===== src/rtl/spi_regmaster_pkg.sv =====
package spi_regmaster_pkg;

   // register addresses
   typedef enum logic [2:0] {
      A_CFG  = 3'd0,
      A_CTRL = 3'd1,
      A_DOUT = 3'd2,
      A_DIN  = 3'd3,
      A_FLAG = 3'd4
   } reg_addr_e;

   // configuration layout, LSB first: lin[3:0], exp_lo[4], cpol[5],
   // cpha[6], wide[7], tx_lsb[8], rx_lsb[9], exp_hi[11:10]
   typedef struct packed {
      logic [1:0] exp_hi;
      logic       rx_lsb;
      logic       tx_lsb;
      logic       wide;
      logic       cpha;
      logic       cpol;
      logic       exp_lo;
      logic [3:0] lin;
   } cfg_t;

   localparam int unsigned CFG_W   = $bits(cfg_t);
   localparam int unsigned CT_EN   = 8;
   localparam int unsigned CT_BUSY = 9;

endpackage


===== src/rtl/spi_clk_divider.sv =====
module spi_clk_divider #(
   parameter int unsigned LIN_W = 4,
   parameter int unsigned EXP_W = 3
) (
   input  logic             clk,
   input  logic             rst_n,
   input  logic             run,
   input  logic [LIN_W-1:0] lin,
   input  logic [EXP_W-1:0] expo,
   output logic             tick
);
   localparam int unsigned DIV_W = LIN_W + (1 << EXP_W) - 1;

   generate
      if (LIN_W < 1 || EXP_W < 1 || EXP_W > 5) begin : g_bad_cfg
         $error("spi_clk_divider: LIN_W must be >= 1 and EXP_W in 1..5");
      end
   endgenerate

   logic [LIN_W-1:0] lin_eff;
   logic [DIV_W-1:0] div_now, div_q, cnt_q;

   assign lin_eff = (lin == '0) ? LIN_W'(1) : lin;
   assign div_now = DIV_W'(lin_eff) << expo;
   assign tick    = run && (cnt_q == div_q - DIV_W'(1));

   always_ff @(posedge clk or negedge rst_n) begin
      if (!rst_n) begin
         cnt_q <= '0;
         div_q <= DIV_W'(1);
      end else begin
         if (!run) div_q <= div_now;   // frozen while a transfer runs
         if (!run || tick) cnt_q <= '0;
         else              cnt_q <= cnt_q + DIV_W'(1);
      end
   end

   // count stays below the latched divider
   p_cnt_below_div_r1: assert property (@(posedge clk) disable iff (!rst_n)
      run |-> (cnt_q < div_q));
   // the latched divider is never zero
   p_div_nonzero_r2: assert property (@(posedge clk) disable iff (!rst_n)
      div_q != '0);

endmodule


===== src/rtl/spi_shift_engine.sv =====
module spi_shift_engine #(
   parameter int unsigned WORD_W = 16
) (
   input  logic              clk,
   input  logic              rst_n,
   input  logic              start,
   input  logic [WORD_W-1:0] tx_word,
   input  logic              cpol,
   input  logic              cpha,
   input  logic              wide,
   input  logic              tx_lsb,
   input  logic              rx_lsb,
   input  logic              tick,
   input  logic              miso,
   output logic              busy,
   output logic              sclk,
   output logic              mosi,
   output logic              done,
   output logic [WORD_W-1:0] rx_word
);
   localparam int unsigned HALF  = WORD_W / 2;
   localparam int unsigned CNT_W = $clog2(2 * WORD_W) + 1;

   generate
      if (WORD_W < 4 || (WORD_W % 2) != 0) begin : g_bad_width
         $error("spi_shift_engine: WORD_W must be even and >= 4");
      end
   endgenerate

   function automatic logic [WORD_W-1:0] rev(input logic [WORD_W-1:0] v);
      logic [WORD_W-1:0] r;
      for (int i = 0; i < WORD_W; i++) r[i] = v[WORD_W-1-i];
      return r;
   endfunction

   logic              busy_q, phase_q, mosi_q;
   logic              l_cpol, l_cpha, l_wide, l_rxlsb;
   logic [CNT_W-1:0]  edge_q, nedges;
   logic [WORD_W-1:0] tx_sr, rx_sr, rx_q, aligned, rx_next, rx_ord, low_mask;
   logic              is_sample, is_drive, is_last;

   assign nedges    = l_wide ? CNT_W'(2 * WORD_W) : CNT_W'(WORD_W);
   assign is_sample = busy_q && tick && (edge_q[0] == l_cpha);
   assign is_drive  = busy_q && tick && (edge_q[0] != l_cpha);
   assign is_last   = busy_q && tick && (edge_q == nedges - CNT_W'(1));
   assign low_mask  = (WORD_W'(1) << HALF) - WORD_W'(1);

   // transmit word placed so the first bit out is the top bit
   assign aligned = tx_lsb ? rev(tx_word) : (wide ? tx_word : (tx_word << HALF));

   assign rx_next = is_sample ? {rx_sr[WORD_W-2:0], miso} : rx_sr;

   always_comb begin
      if (l_rxlsb) rx_ord = l_wide ? rev(rx_next) : rev(rx_next << HALF);
      else         rx_ord = l_wide ? rx_next : (rx_next & low_mask);
   end

   always_ff @(posedge clk or negedge rst_n) begin
      if (!rst_n) begin
         busy_q  <= 1'b0;
         phase_q <= 1'b0;
         mosi_q  <= 1'b0;
         edge_q  <= '0;
         tx_sr   <= '0;
         rx_sr   <= '0;
         rx_q    <= '0;
         l_cpol  <= 1'b0;
         l_cpha  <= 1'b0;
         l_wide  <= 1'b0;
         l_rxlsb <= 1'b0;
      end else if (!busy_q) begin
         if (start) begin
            busy_q  <= 1'b1;
            phase_q <= 1'b0;
            edge_q  <= '0;
            rx_sr   <= '0;
            l_cpol  <= cpol;
            l_cpha  <= cpha;
            l_wide  <= wide;
            l_rxlsb <= rx_lsb;
            if (cpha) begin
               mosi_q <= 1'b0;
               tx_sr  <= aligned;
            end else begin
               mosi_q <= aligned[WORD_W-1];
               tx_sr  <= aligned << 1;
            end
         end
      end else if (tick) begin
         phase_q <= ~phase_q;
         edge_q  <= edge_q + CNT_W'(1);
         rx_sr   <= rx_next;
         if (is_drive) begin
            mosi_q <= tx_sr[WORD_W-1];
            tx_sr  <= tx_sr << 1;
         end
         if (is_last) begin
            busy_q <= 1'b0;
            rx_q   <= rx_ord;
         end
      end
   end

   assign busy    = busy_q;
   assign sclk    = busy_q ? (l_cpol ^ phase_q) : cpol;
   assign mosi    = mosi_q;
   assign done    = is_last;
   assign rx_word = rx_q;

   // SCLK only moves on a prescaler tick
   p_sclk_hold_r1: assert property (@(posedge clk) disable iff (!rst_n)
      (busy_q && !tick) |=> $stable(sclk));
   // edge counter never passes the word's edge count
   p_edge_bound_r4: assert property (@(posedge clk) disable iff (!rst_n)
      busy_q |-> (edge_q < nedges));
   // a start request during a transfer leaves the shift state alone
   p_start_ignored_r8: assert property (@(posedge clk) disable iff (!rst_n)
      (busy_q && start && !tick) |=> ($stable(edge_q) && $stable(tx_sr) && busy_q));

endmodule


===== src/rtl/spi_cs_decode.sv =====
module spi_cs_decode #(
   parameter int unsigned NUM_CS = 4,
   parameter int unsigned SEL_W  = 2
) (
   input  logic             en,
   input  logic [SEL_W-1:0] sel,
   output logic [NUM_CS-1:0] cs_n
);
   generate
      if (NUM_CS < 1 || (1 << SEL_W) < NUM_CS) begin : g_bad_sel
         $error("spi_cs_decode: SEL_W too narrow for NUM_CS");
      end
      for (genvar g = 0; g < NUM_CS; g++) begin : g_line
         assign cs_n[g] = !(en && (sel == SEL_W'(g)));
      end
   endgenerate
endmodule


===== src/rtl/spi_regmaster.sv =====
module spi_regmaster
   import spi_regmaster_pkg::*;
#(
   parameter int unsigned NUM_CS = 4,
   parameter int unsigned REG_W  = 16
) (
   input  logic              clk,
   input  logic              rst_n,
   input  logic              reg_wr,
   input  logic [2:0]        reg_addr,
   input  logic [REG_W-1:0]  reg_wdata,
   output logic [REG_W-1:0]  reg_rdata,
   output logic              spi_sclk,
   output logic              spi_mosi,
   input  logic              spi_miso,
   output logic [NUM_CS-1:0] spi_cs_n
);
   localparam int unsigned WORD_W = 16;
   localparam int unsigned SEL_W  = (NUM_CS > 1) ? $clog2(NUM_CS) : 1;

   generate
      if (REG_W < 16) begin : g_bad_regw
         $error("spi_regmaster: REG_W must be at least 16");
      end
      if (SEL_W > CT_EN) begin : g_bad_ncs
         $error("spi_regmaster: NUM_CS too large for control layout");
      end
   endgenerate

   cfg_t              cfg_q;
   logic [SEL_W-1:0]  sel_q;
   logic              en_q, flag_q;
   logic              start, busy, done;
   logic              tick;
   logic [WORD_W-1:0] rx_word;

   assign start = reg_wr && (reg_addr == A_DOUT);

   always_ff @(posedge clk or negedge rst_n) begin
      if (!rst_n) begin
         cfg_q  <= '0;
         sel_q  <= '0;
         en_q   <= 1'b0;
         flag_q <= 1'b0;
      end else begin
         if (reg_wr) begin
            case (reg_addr)
               A_CFG:  cfg_q <= cfg_t'(reg_wdata[CFG_W-1:0]);
               A_CTRL: begin
                  sel_q <= reg_wdata[SEL_W-1:0];
                  en_q  <= reg_wdata[CT_EN];
               end
               A_FLAG: if (reg_wdata == '0) flag_q <= 1'b0;
               default: ;
            endcase
         end
         if (done) flag_q <= 1'b1;   // completion wins over a same-cycle clear
      end
   end

   always_comb begin
      reg_rdata = '0;
      case (reg_addr)
         A_CFG:  reg_rdata[CFG_W-1:0] = cfg_q;
         A_CTRL: begin
            reg_rdata[SEL_W-1:0] = sel_q;
            reg_rdata[CT_EN]     = en_q;
            reg_rdata[CT_BUSY]   = busy;
         end
         A_DIN:  reg_rdata[WORD_W-1:0] = rx_word;
         A_FLAG: reg_rdata[0] = flag_q;
         default: ;
      endcase
   end

   spi_clk_divider #(.LIN_W(4), .EXP_W(3)) u_div (
      .clk   (clk),
      .rst_n (rst_n),
      .run   (busy),
      .lin   (cfg_q.lin),
      .expo  ({cfg_q.exp_hi, cfg_q.exp_lo}),
      .tick  (tick)
   );

   spi_shift_engine #(.WORD_W(WORD_W)) u_eng (
      .clk     (clk),
      .rst_n   (rst_n),
      .start   (start),
      .tx_word (reg_wdata[WORD_W-1:0]),
      .cpol    (cfg_q.cpol),
      .cpha    (cfg_q.cpha),
      .wide    (cfg_q.wide),
      .tx_lsb  (cfg_q.tx_lsb),
      .rx_lsb  (cfg_q.rx_lsb),
      .tick    (tick),
      .miso    (spi_miso),
      .busy    (busy),
      .sclk    (spi_sclk),
      .mosi    (spi_mosi),
      .done    (done),
      .rx_word (rx_word)
   );

   spi_cs_decode #(.NUM_CS(NUM_CS), .SEL_W(SEL_W)) u_cs (
      .en   (en_q),
      .sel  (sel_q),
      .cs_n (spi_cs_n)
   );

   // end of a transfer always leaves the flag set
   p_flag_at_end_r6: assert property (@(posedge clk) disable iff (!rst_n)
      $fell(busy) |-> flag_q);
   // data-in only moves together with a set flag
   p_din_with_flag_r6: assert property (@(posedge clk) disable iff (!rst_n)
      !$stable(rx_word) |-> flag_q);
   // at most one line low
   p_cs_single_r9: assert property (@(posedge clk) disable iff (!rst_n)
      $onehot0(~spi_cs_n));
   // no line low while the enable is clear
   p_cs_idle_r9: assert property (@(posedge clk) disable iff (!rst_n)
      !en_q |-> (&spi_cs_n));

endmodule


===== config.mk =====
export PLATFORM = sky130hd
export DESIGN_NAME = spi_regmaster
export DESIGN_NICKNAME = d
export VERILOG_FILES = /design/src/rtl/spi_regmaster_pkg.sv /design/src/rtl/spi_clk_divider.sv /design/src/rtl/spi_shift_engine.sv /design/src/rtl/spi_cs_decode.sv /design/src/rtl/spi_regmaster.sv
export SDC_FILE = /design/constraint.sdc
export NUM_CORES = 1
export LEC_CHECK = 0
export BUFFER_PORTS_ARGS = -buffer_cell sky130_fd_sc_hd__buf_2
export CORE_ASPECT_RATIO = 0.7
export CORE_UTILIZATION = 65
export CTS_CLUSTER_SIZE = 20
export DETAILED_ROUTE_END_ITERATION = 10
export PLACE_DENSITY = 0.87
export SLEW_MARGIN = 0
export SYNTH_ARGS = -nofsm -noshare
export SYNTH_HDL_FRONTEND = slang
export SYNTH_SLANG_ARGS = --single-unit

===== constraint.sdc =====
create_clock -name clk -period 7.4 [get_ports clk]
set_input_delay 0.37 -clock clk [delete_from_list [all_inputs] [get_ports clk]]
set_output_delay 0.37 -clock clk [all_outputs]
set_load 0.005 [all_outputs]

## After elaboration in Yosys (flattened, before gate mapping)

Cells that the tools add are included.

| word-level totals | value |
|---|---|
| register bits | 99 |
| latch bits | 0 |
| bits in writable memories | 0 |
| ROM bits | 0 |
| output and inout port bits | 22 |
| word-level logic and storage cells | 119 |
| memories | 0 |

| operators by class | value |
|---|---|
| add/sub/neg operators | 4 |
| multiply operators | 0 |
| div/mod/pow operators | 0 |
| order comparisons | 0 |
| eq/ne operators | 13 |
| shift operators | 1 |
| muxes and demuxes | 43 |
| bitwise operators | 3 |
| reductions and logical operators | 31 |

Operators with widths:

| operator | number |
|---|---|
| $mux 16 | 14 |
| $mux 6 | 4 |
| $mux 1 | 17 |
| $logic_not 16->1 | 1 |
| $pmux 6 s2 | 1 |
| $add 11x1->11 const B | 1 |
| $eq 11x11->1 | 1 |
| $mux 11 | 1 |
| $shl 4x3->11 | 1 |
| $sub 11x1->11 const B | 1 |
| $logic_and 1x1->1 | 10 |
| $reduce_and 3->1 | 3 |
| $mux 4 | 2 |
| $reduce_and 2->1 | 4 |
| $reduce_bool 2->1 | 4 |
| $add 6x1->6 const B | 1 |
| $eq 3x2->1 const B | 2 |
| $eq 6x6->1 | 1 |
| $pmux 2 s3 | 1 |
| $sub 6x1->6 const B | 1 |
| $logic_not 1->1 | 5 |
| $eq 2x2->1 const B | 2 |
| $logic_not 4->1 | 1 |
| $ne 2x2->1 const B | 2 |
| other kinds (13) | 14 |

## Logic depth before layout (Yosys ltp)

Gate-level depths: netlist of run 1.

| depth | value |
|---|---|
| word-level depth | 8 |
| depth in mapped cells | 13 |
| mapped depth without buffers | 10 |

## Cells and area by module

Synthesis of run 1 repeated with hierarchy kept, for this count alone.

| second synthesis, totals | value |
|---|---|
| cell total of the unflattened synthesis | 635 |
| area total of the unflattened synthesis | 6125.9 µm² |

By module, submodules not included:

| module | times used | cells each | area each (µm²) |
|---|---|---|---|
| spi_shift_engine | 1 | 368 | 3570.9 |
| spi_clk_divider | 1 | 176 | 1542.7 |
| spi_regmaster | 1 | 87 | 983.4 |
| spi_cs_decode | 1 | 4 | 28.8 |

## Least setup slack after synthesis of run 1

OpenSTA, ideal clock, no wires.

| timing | value |
|---|---|
| kind | reg2reg |
| start point | register u_div.div_q[1] |
| end point | register u_eng.rx_q[10] (netlist: u_eng.rx_word[10]) |
| setup time | 0.119 ns |
| data arrival time | 3.143 ns |
| data required time | 7.281 ns |
| path slack | 4.138 ns |
| cell stages (with the launch flop) | 11 |
| path buffers | 1 |
| cell sequence | dfrtp_1 > inv_1 > ha_1 > or4b_1 > buf_2 > a2111o_1 > mux2i_2 > nand4_2 > nor2_8 > mux4_2 > a21bo_1 |

| on the way | value |
|---|---|
| cells in the longest elaborated chain, start to end | 8 |

RTL lines:

| what | line | source |
|---|---|---|
| start, declared | spi_clk_divider.sv:21 | `logic [DIV_W-1:0] div_now, div_q, cnt_q;` |
| start signal, assigned | spi_clk_divider.sv:32 | `if (!run) div_q <= div_now;` |
| $sub 11x1->11 (*) | spi_clk_divider.sv:25 | `assign tick = run && (cnt_q == div_q - DIV_W'(1));` |
| $eq 11x11->1 (*) | spi_clk_divider.sv:25 |  |
| $logic_and 1x1->1 (*) | spi_clk_divider.sv:25 |  |
| $logic_and 1x1->1 | spi_shift_engine.sv:43, spi_shift_engine.sv:45 |  |
| $logic_and 1x1->1 | spi_shift_engine.sv:43 | `assign is_sample = busy_q && tick && (edge_q[0] == l_cpha);` |
| $mux 16 | spi_shift_engine.sv:51 | `assign rx_next = is_sample ? {rx_sr[WORD_W-2:0], miso} : rx_sr;` |
| $mux 16, on equally long branches | spi_shift_engine.sv:55, spi_shift_engine.sv:54 |  |
| $mux 16 | spi_shift_engine.sv:54 | `if (l_rxlsb) rx_ord = l_wide ? rev(rx_next) : rev(rx_next << HALF);` |
| end signal, assigned | spi_shift_engine.sv:99 | `rx_q <= rx_ord;` |
| end, declared | spi_shift_engine.sv:39 | `logic [WORD_W-1:0] tx_sr, rx_sr, rx_q, aligned, rx_next, rx_ord, low_mask;` |

Every way passes the cells marked *; elsewhere a longest branch is shown, timed or not.
A chain may end at the register's enable or synchronous reset.

## Final worst setup path of run 1

| timing | value |
|---|---|
| start point | register u_div.div_q[1] |
| end point | register u_eng.rx_q[13] (netlist: u_eng.rx_word[13]) |

The elaborated chain is that of the path after synthesis.

==> qor.yml, run 1 <==
layout.cells.non_filler: 826
min_period_over_period: 0.5289
synthCells: 686
synth_area_leaders: "dfrtp_1, nand2_1, o21ai_0"
synth_top_area_share: 0.4044
dpl.hpwl_um: 10980
dieArea_um2: 9727
cp_slowest_cell: "or4b_1"
finClkSkew_ns: 0.008704
clk_latency_ns: 0.36
path_cells: "inv_1, ha_1, or4b_1, a2111o_1, mux2i_2, nand4_2, nor2_8, mux4_2, a21bo_1"
gp_congestion: 0.9141
drtAntennaViolNets: 0
max_freq_mhz: 255.5
holdWs_ns: -0.01032
synth_area_leader_cell: "dfrtp_1"
multiInputGateArea_um2: 3322
clk_path_buf_depth: 2
violations: "hold timing"
drc: 0
post_cts_buffers: 0
path_delay_family: "simple AND/OR/NAND/NOR gates"
htreeDepth: 3
cp.required_ns: 7.64
min_path_type: "in2async"
postCtsHoldBufs: 0
grt_util_all_layers: 0.3470
reg2reg_slack_ns: 3.49
cp-start-kind: "register"
drtIter0Drc: 572
num_io_pins: 45
maxCapViolations: 0
hold_violations: 20
r2r_start: "u_div.div_q[1]"
antenna_found_initial: 0
first_pass_iters: 7
rsz0062_at_grt: "no"
vias_per_cell: 6.630
path_max_fanout: 18
gr-total-overflow: 0
wl_um: 16010
endpoint: "u_eng.rx_word[13]"
ys_warn_count: 0
pwr_density_cell_nw_per_um2: 354.0
drive_gt1_frac: 0.1481
power_leakage_nw: 2.919
initial_core_util: 0.6686
grt_pass1_wl_um: 26430
tightest_slew_ns: 1.049
syn-cell-area_um2: 6065
cts.clk_slew.worst_paths_ns: 0.08
rows: 29
cp.arrival_ns: 4.16
crit_path_start: "u_div.div_q[1]"
outcome: "finished, violations left"
cts_tree: "done"
io_buffers: 44
vdd_ir_drop_max_uv: 185.5
r2r_end: "u_eng.rx_word[13]"
wire_per_inst_um: 19.38
register_area_um2: 2480
cts_resized: 0
ys_ff_latch: 99
total_power_mw: 2.348
synthArstFlopShare: 1.000
ys_types: 61
final_core_util: 0.7312
antenna_cells: 0
setup_viol: 0
synth_edf_count: 0
synth_seq_area_share: 0.4087
final_cell_mix: "dfrtp_1, nand2_1, nor2_1"
vias: 5476
cts_sinks: 99
die_w_um: 117.5
cp_num_buf_inv: 1
crit_path_end_kind: "register"
reg2regPathDepth: 9
core_region_area_um2: 9071
placed_cells: 810
syn_to_final_growth_pct: 9.367
finalMaxSlewViolations: 0
worstSetupPathType: "reg2reg"
final_common_cell: "dfrtp_1"
syn_avg_cell_area_um2: 8.840
dieHeight_um: 82.82
cp_slowest_stage_delay_ns: 0.57
synth_fp_nets: 712
first_global_vias: 5150
synthFlopType: "dfrtp_1"
numCtsBuffers: 9
fillerInstances: 688
grt_max_degree: 77
worst-path-stages: 9
tns_ns: 0
cts_root_buf: "clkbuf_16"
fin_nets: 723
timing.final.crit_period_ns: 3.914
relSlewSlack: 0.3009
-- state kept, by name, summed over array words and instances (netlist names) --
register / count
u_div.div_q: 11
en_q: 1
u_eng.l_cpha: 1
u_eng.busy: 1
sel_q: 2
u_eng.l_rxlsb: 1
u_eng.l_cpol: 1
u_eng.l_wide: 1
u_eng.mosi: 1
u_eng.edge_q: 6
u_eng.tx_sr: 16
u_div.cnt_q: 11
u_eng.rx_word: 16
u_eng.phase_q: 1
cfg_q: 12
u_eng.rx_sr: 16
flag_q: 1
-- cell type report --
class	instances	area share
timing repair buffer	48	0.03811
clock inverter	7	0.01849
clock buffer	9	0.03396
multi-input combinational	519	0.5008
sequential	99	0.3739
tap	124	0.02339
inverter	20	0.01132
-- report_power, final --
| group | leakage (nW) | internal (mW) | total (mW) | switching [mW] |
|---|---|---|---|---|
| Clock | 0.163 | 0.333 | 0.553 | 0.220 |
| Sequential | 1.25 | 0.689 | 0.918 | 0.229 |
| Combinational | 1.50 | 0.367 | 0.877 | 0.510 |
| Total | 2.92 | 1.39 | 2.35 | 0.959 |
-- worst register-to-register path, cell delays in order (launching register included) --
cell and delay [ns]:
dfrtp_1 0.41, inv_1 0.09, ha_1 0.27, or4b_1 0.57
a2111o_1 0.46, mux2i_2 0.27, nand4_2 0.50, nor2_8 0.47
mux4_2 0.56, a21bo_1 0.20
-- metal layers --
metal  vias to the layer above  part of all wire  track usage
met4                         0             0.018       0.1002
met3                        29             0.095      0.06799
li1                       2503                 -            -
met2                       287              0.45       0.5212
met1                      2657              0.44       0.5139
met5                         -                 0            0
-- metrics by stage --
stage / instance area, µm² / setup slack [ns]
2_1_floorplan: 6065 / 4.138
3_3_place_gp: 6285 / 3.657
3_5_place_dp: 6285 / 3.524
4_1_cts: 6633 / 3.506
5_1_grt: 6633 / 3.227
6_report: 6633 / 3.486
-- synth_stat cells (all sizes together) (11+ instances only) --
| master | n |
|---|---|
| dfrtp | 98 |
| nand2 | 84 |
| nor2 | 77 |
| o21ai | 57 |
| clkbuf | 38 |
| a21oi | 31 |
| a211oi | 25 |
| inv | 20 |
| mux2 | 19 |
| nand3 | 19 |
| mux2i | 16 |
| xnor2 | 16 |
| a22oi | 15 |
| a31oi | 15 |
| nand2b | 12 |
| xor2 | 11 |
-- cells by family after synthesis --
kind of cell	count (synthesis)	share of synthesized area
buffers and inverters	68	0.04436
adders and majority gates	3	0.006190
DFF	99	0.4087
AOI/OAI and AO/OA	195	0.2123
xor gates and xnor gates	27	0.03899
muxes	42	0.08830
and+or+nand+nor	252	0.2012
-- worst min path at each step --
stage          start              end
6_report       rst_n   u_eng.rx_sr[1]
5_1_grt        rst_n   u_eng.rx_sr[1]
4_1_cts        rst_n   u_eng.rx_sr[1]
3_5_place_dp   rst_n  u_eng.rx_sr[13]
3_3_place_gp   rst_n  u_eng.rx_sr[14]
2_1_floorplan  rst_n         cfg_q[0]
(Power assumes the default switching activity.)
==> run 2: changes to the inputs <==
Settings changed: CORE_UTILIZATION 65 to 61, PLACE_DENSITY 0.87 to 0.83.
Clock period 7.4 ns to 3.93 ns, I/O delays scaled along.
==> qor.yml, run 2 (synthesized netlist as in run 1, its figures left out) <==
vias_per_cell: 6.541  # -1.3%
place_area_um2: 6320  # +0.56%
r2r_start: "u_div.div_q[1]"
hold_depth: 2
fillerInstances: 763  # +11%
min_path_type: "in2reg"
min_period_over_period: 0.9333  # +0.4044
fin_nets: 728  # +0.69%
cp.required_ns: 4.12  # -3.52 ns
io_buffers: 44  # unchanged
postCtsHoldBufs: 1  # +1
maxCapViolations: 0  # unchanged
die_w_um: 121.2  # +3.2%
outcome: "finished clean"
max_freq_mhz: 272.6  # +6.7%
numCtsBuffers: 9  # unchanged
hold_violations: 0  # -100%
gr-total-overflow: 0  # unchanged
grt_pass1_wl_um: 25630  # -3.0%
clk_path_buf_depth: 2  # unchanged
wl_um: 15870  # -0.87%
drive_gt1_frac: 0.1499  # +0.001781
grt_util_all_layers: 0.3239  # -0.02308
final_core_util: 0.6893  # -0.04190
drtAntennaViolNets: 0  # unchanged
syn_to_final_growth_pct: 10.07
cp.arrival_ns: 3.86  # -0.30 ns
clk_latency_ns: 0.35  # about the same
power_leakage_nw: 2.946  # +0.92%
first_pass_iters: 6  # -1
crit_path_end_kind: "register"
min_from: "reg_wdata[2]"
cts_resized: 0  # unchanged
reg2reg_slack_ns: 0.26  # -3.22 ns
gp_congestion: 0.9284  # +1.6%
cts_root_buf: "clkbuf_16"
rows: 30  # +3.4%
layout_setup_ws_ns: 0.2622  # -3.224 ns
drc: 0  # unchanged
setup_viol: 0  # unchanged
vias: 5462  # -0.26%
initial_core_util: 0.6262  # -0.04232
core_region_area_um2: 9684  # +6.8%
drtIter0Drc: 610  # +6.6%
tightest_slew_ns: 1.070  # +0.02113 ns
final_cell_mix: "dfrtp_1, nand2_1, nor2_1"
post_cts_buffers: 0  # unchanged
tns_ns: 0  # unchanged
path_max_fanout: 33  # +15
antenna_found_initial: 0  # unchanged
dieArea_um2: 10350  # +6.4%
pwr_density_cell_nw_per_um2: 669.5  # +89%
htreeDepth: 3  # unchanged
cts.clk_slew.worst_paths_ns: 0.07  # about the same
cts_tree: "done"
crit_path_start: "u_div.div_q[1]"
cts_sinks: 99  # unchanged
worstSetupPathType: "reg2reg"
grt_max_degree: 75  # -2.6%
num_io_pins: 45  # unchanged
first_global_vias: 4865  # -5.5%
finClkSkew_ns: 0.008386  # -0.0003180 ns
antenna_cells: 0  # unchanged
final_common_cell: "dfrtp_1"
dp_slack_ns: 0.3834  # -3.141 ns
reg2regPathDepth: 10  # +1
holdWs_ns: 0.1582  # +0.1685 ns
cp-start-kind: "register"
vdd_ir_drop_max_uv: 280.8  # +51%
dpl.hpwl_um: 10970  # -0.14%
wire_per_inst_um: 19.01  # -1.9%
dieHeight_um: 85.43  # +3.2%
timing.final.crit_period_ns: 3.668  # -0.2460 ns
finalMaxSlewViolations: 0  # unchanged
relSlewSlack: 0.2868  # -0.01409
rsz0062_at_grt: "no"
design_area_um2: 6675  # +0.64%
run 2: changes by cell type in the layout (fill, tap and decap cells not counted):
| cell | change |
|---|---|
| buf_4 | +4 |
| clkbuf_1 | +2 |
| clkinvlp_4 | -2 |
| inv_6 | -2 |
| clkbuf_8 | +1 |
| clkinv_4 | +1 |
| dlygate4sd3_1 | +1 |
run 2: final timing paths:
kind / end
min reg2reg: u_eng.tx_sr[0]
max: u_eng.tx_sr[2]
max reg2reg: u_eng.tx_sr[2]
min: cfg_q[2]
min in group asynchronous: u_eng.rx_word[14]
max in group asynchronous: u_eng.l_wide
run 2: critical path, cell delays in order (launching register included):
cell       delay (ns)
dfrtp_1          0.40
inv_1            0.09
ha_1             0.27
or4b_1           0.56
a2111oi_0        0.49
a21oi_1          0.10
o22ai_2          0.25
nand4_4          0.21
o31a_1           0.69
a211oi_1         0.36
a21oi_1          0.07
run 2: final cells by class:
class                   count  area (µm²)  area share
clock inverters             4       98.84     0.01481
multi-input cells         519        3322      0.4977
flip-flops and latches     99        2480      0.3715
well taps                 128       160.2     0.02399
repair buffers             53       292.8     0.04386
clock buffers              12       246.5     0.03693
inverters                  20       75.07     0.01125
run 2: per-stage QoR:
| step | std cells | total power [mW] |
|---|---|---|
| after floorplan | 686 | 2.900 |
| after global routing | 835 | 4.722 |
| after CTS | 835 | 4.436 |
| after global placement | 818 | 3.304 |
| final | 835 | 4.469 |
| after detailed placement | 818 | 3.383 |
run 2: power breakdown:
part / total [mW] / switching, mW / internal, mW / leakage [nW]
Sequential: 1.72 / 0.427 / 1.30 / 1.25
Clock: 1.02 / 0.381 / 0.641 / 0.167
Combinational: 1.72 / 1.00 / 0.717 / 1.53
run 2: metal layers:
| layer | wire [µm] | track usage | up-vias |
|---|---|---|---|
| met5 | 0 | 0 | - |
| met4 | 341 | 0.1055 | 0 |
| met3 | 1621 | 0.06922 | 32 |
| met2 | 6793 | 0.4577 | 309 |
| met1 | 7116 | 0.4932 | 2617 |
| li1 | - | - | 2504 |
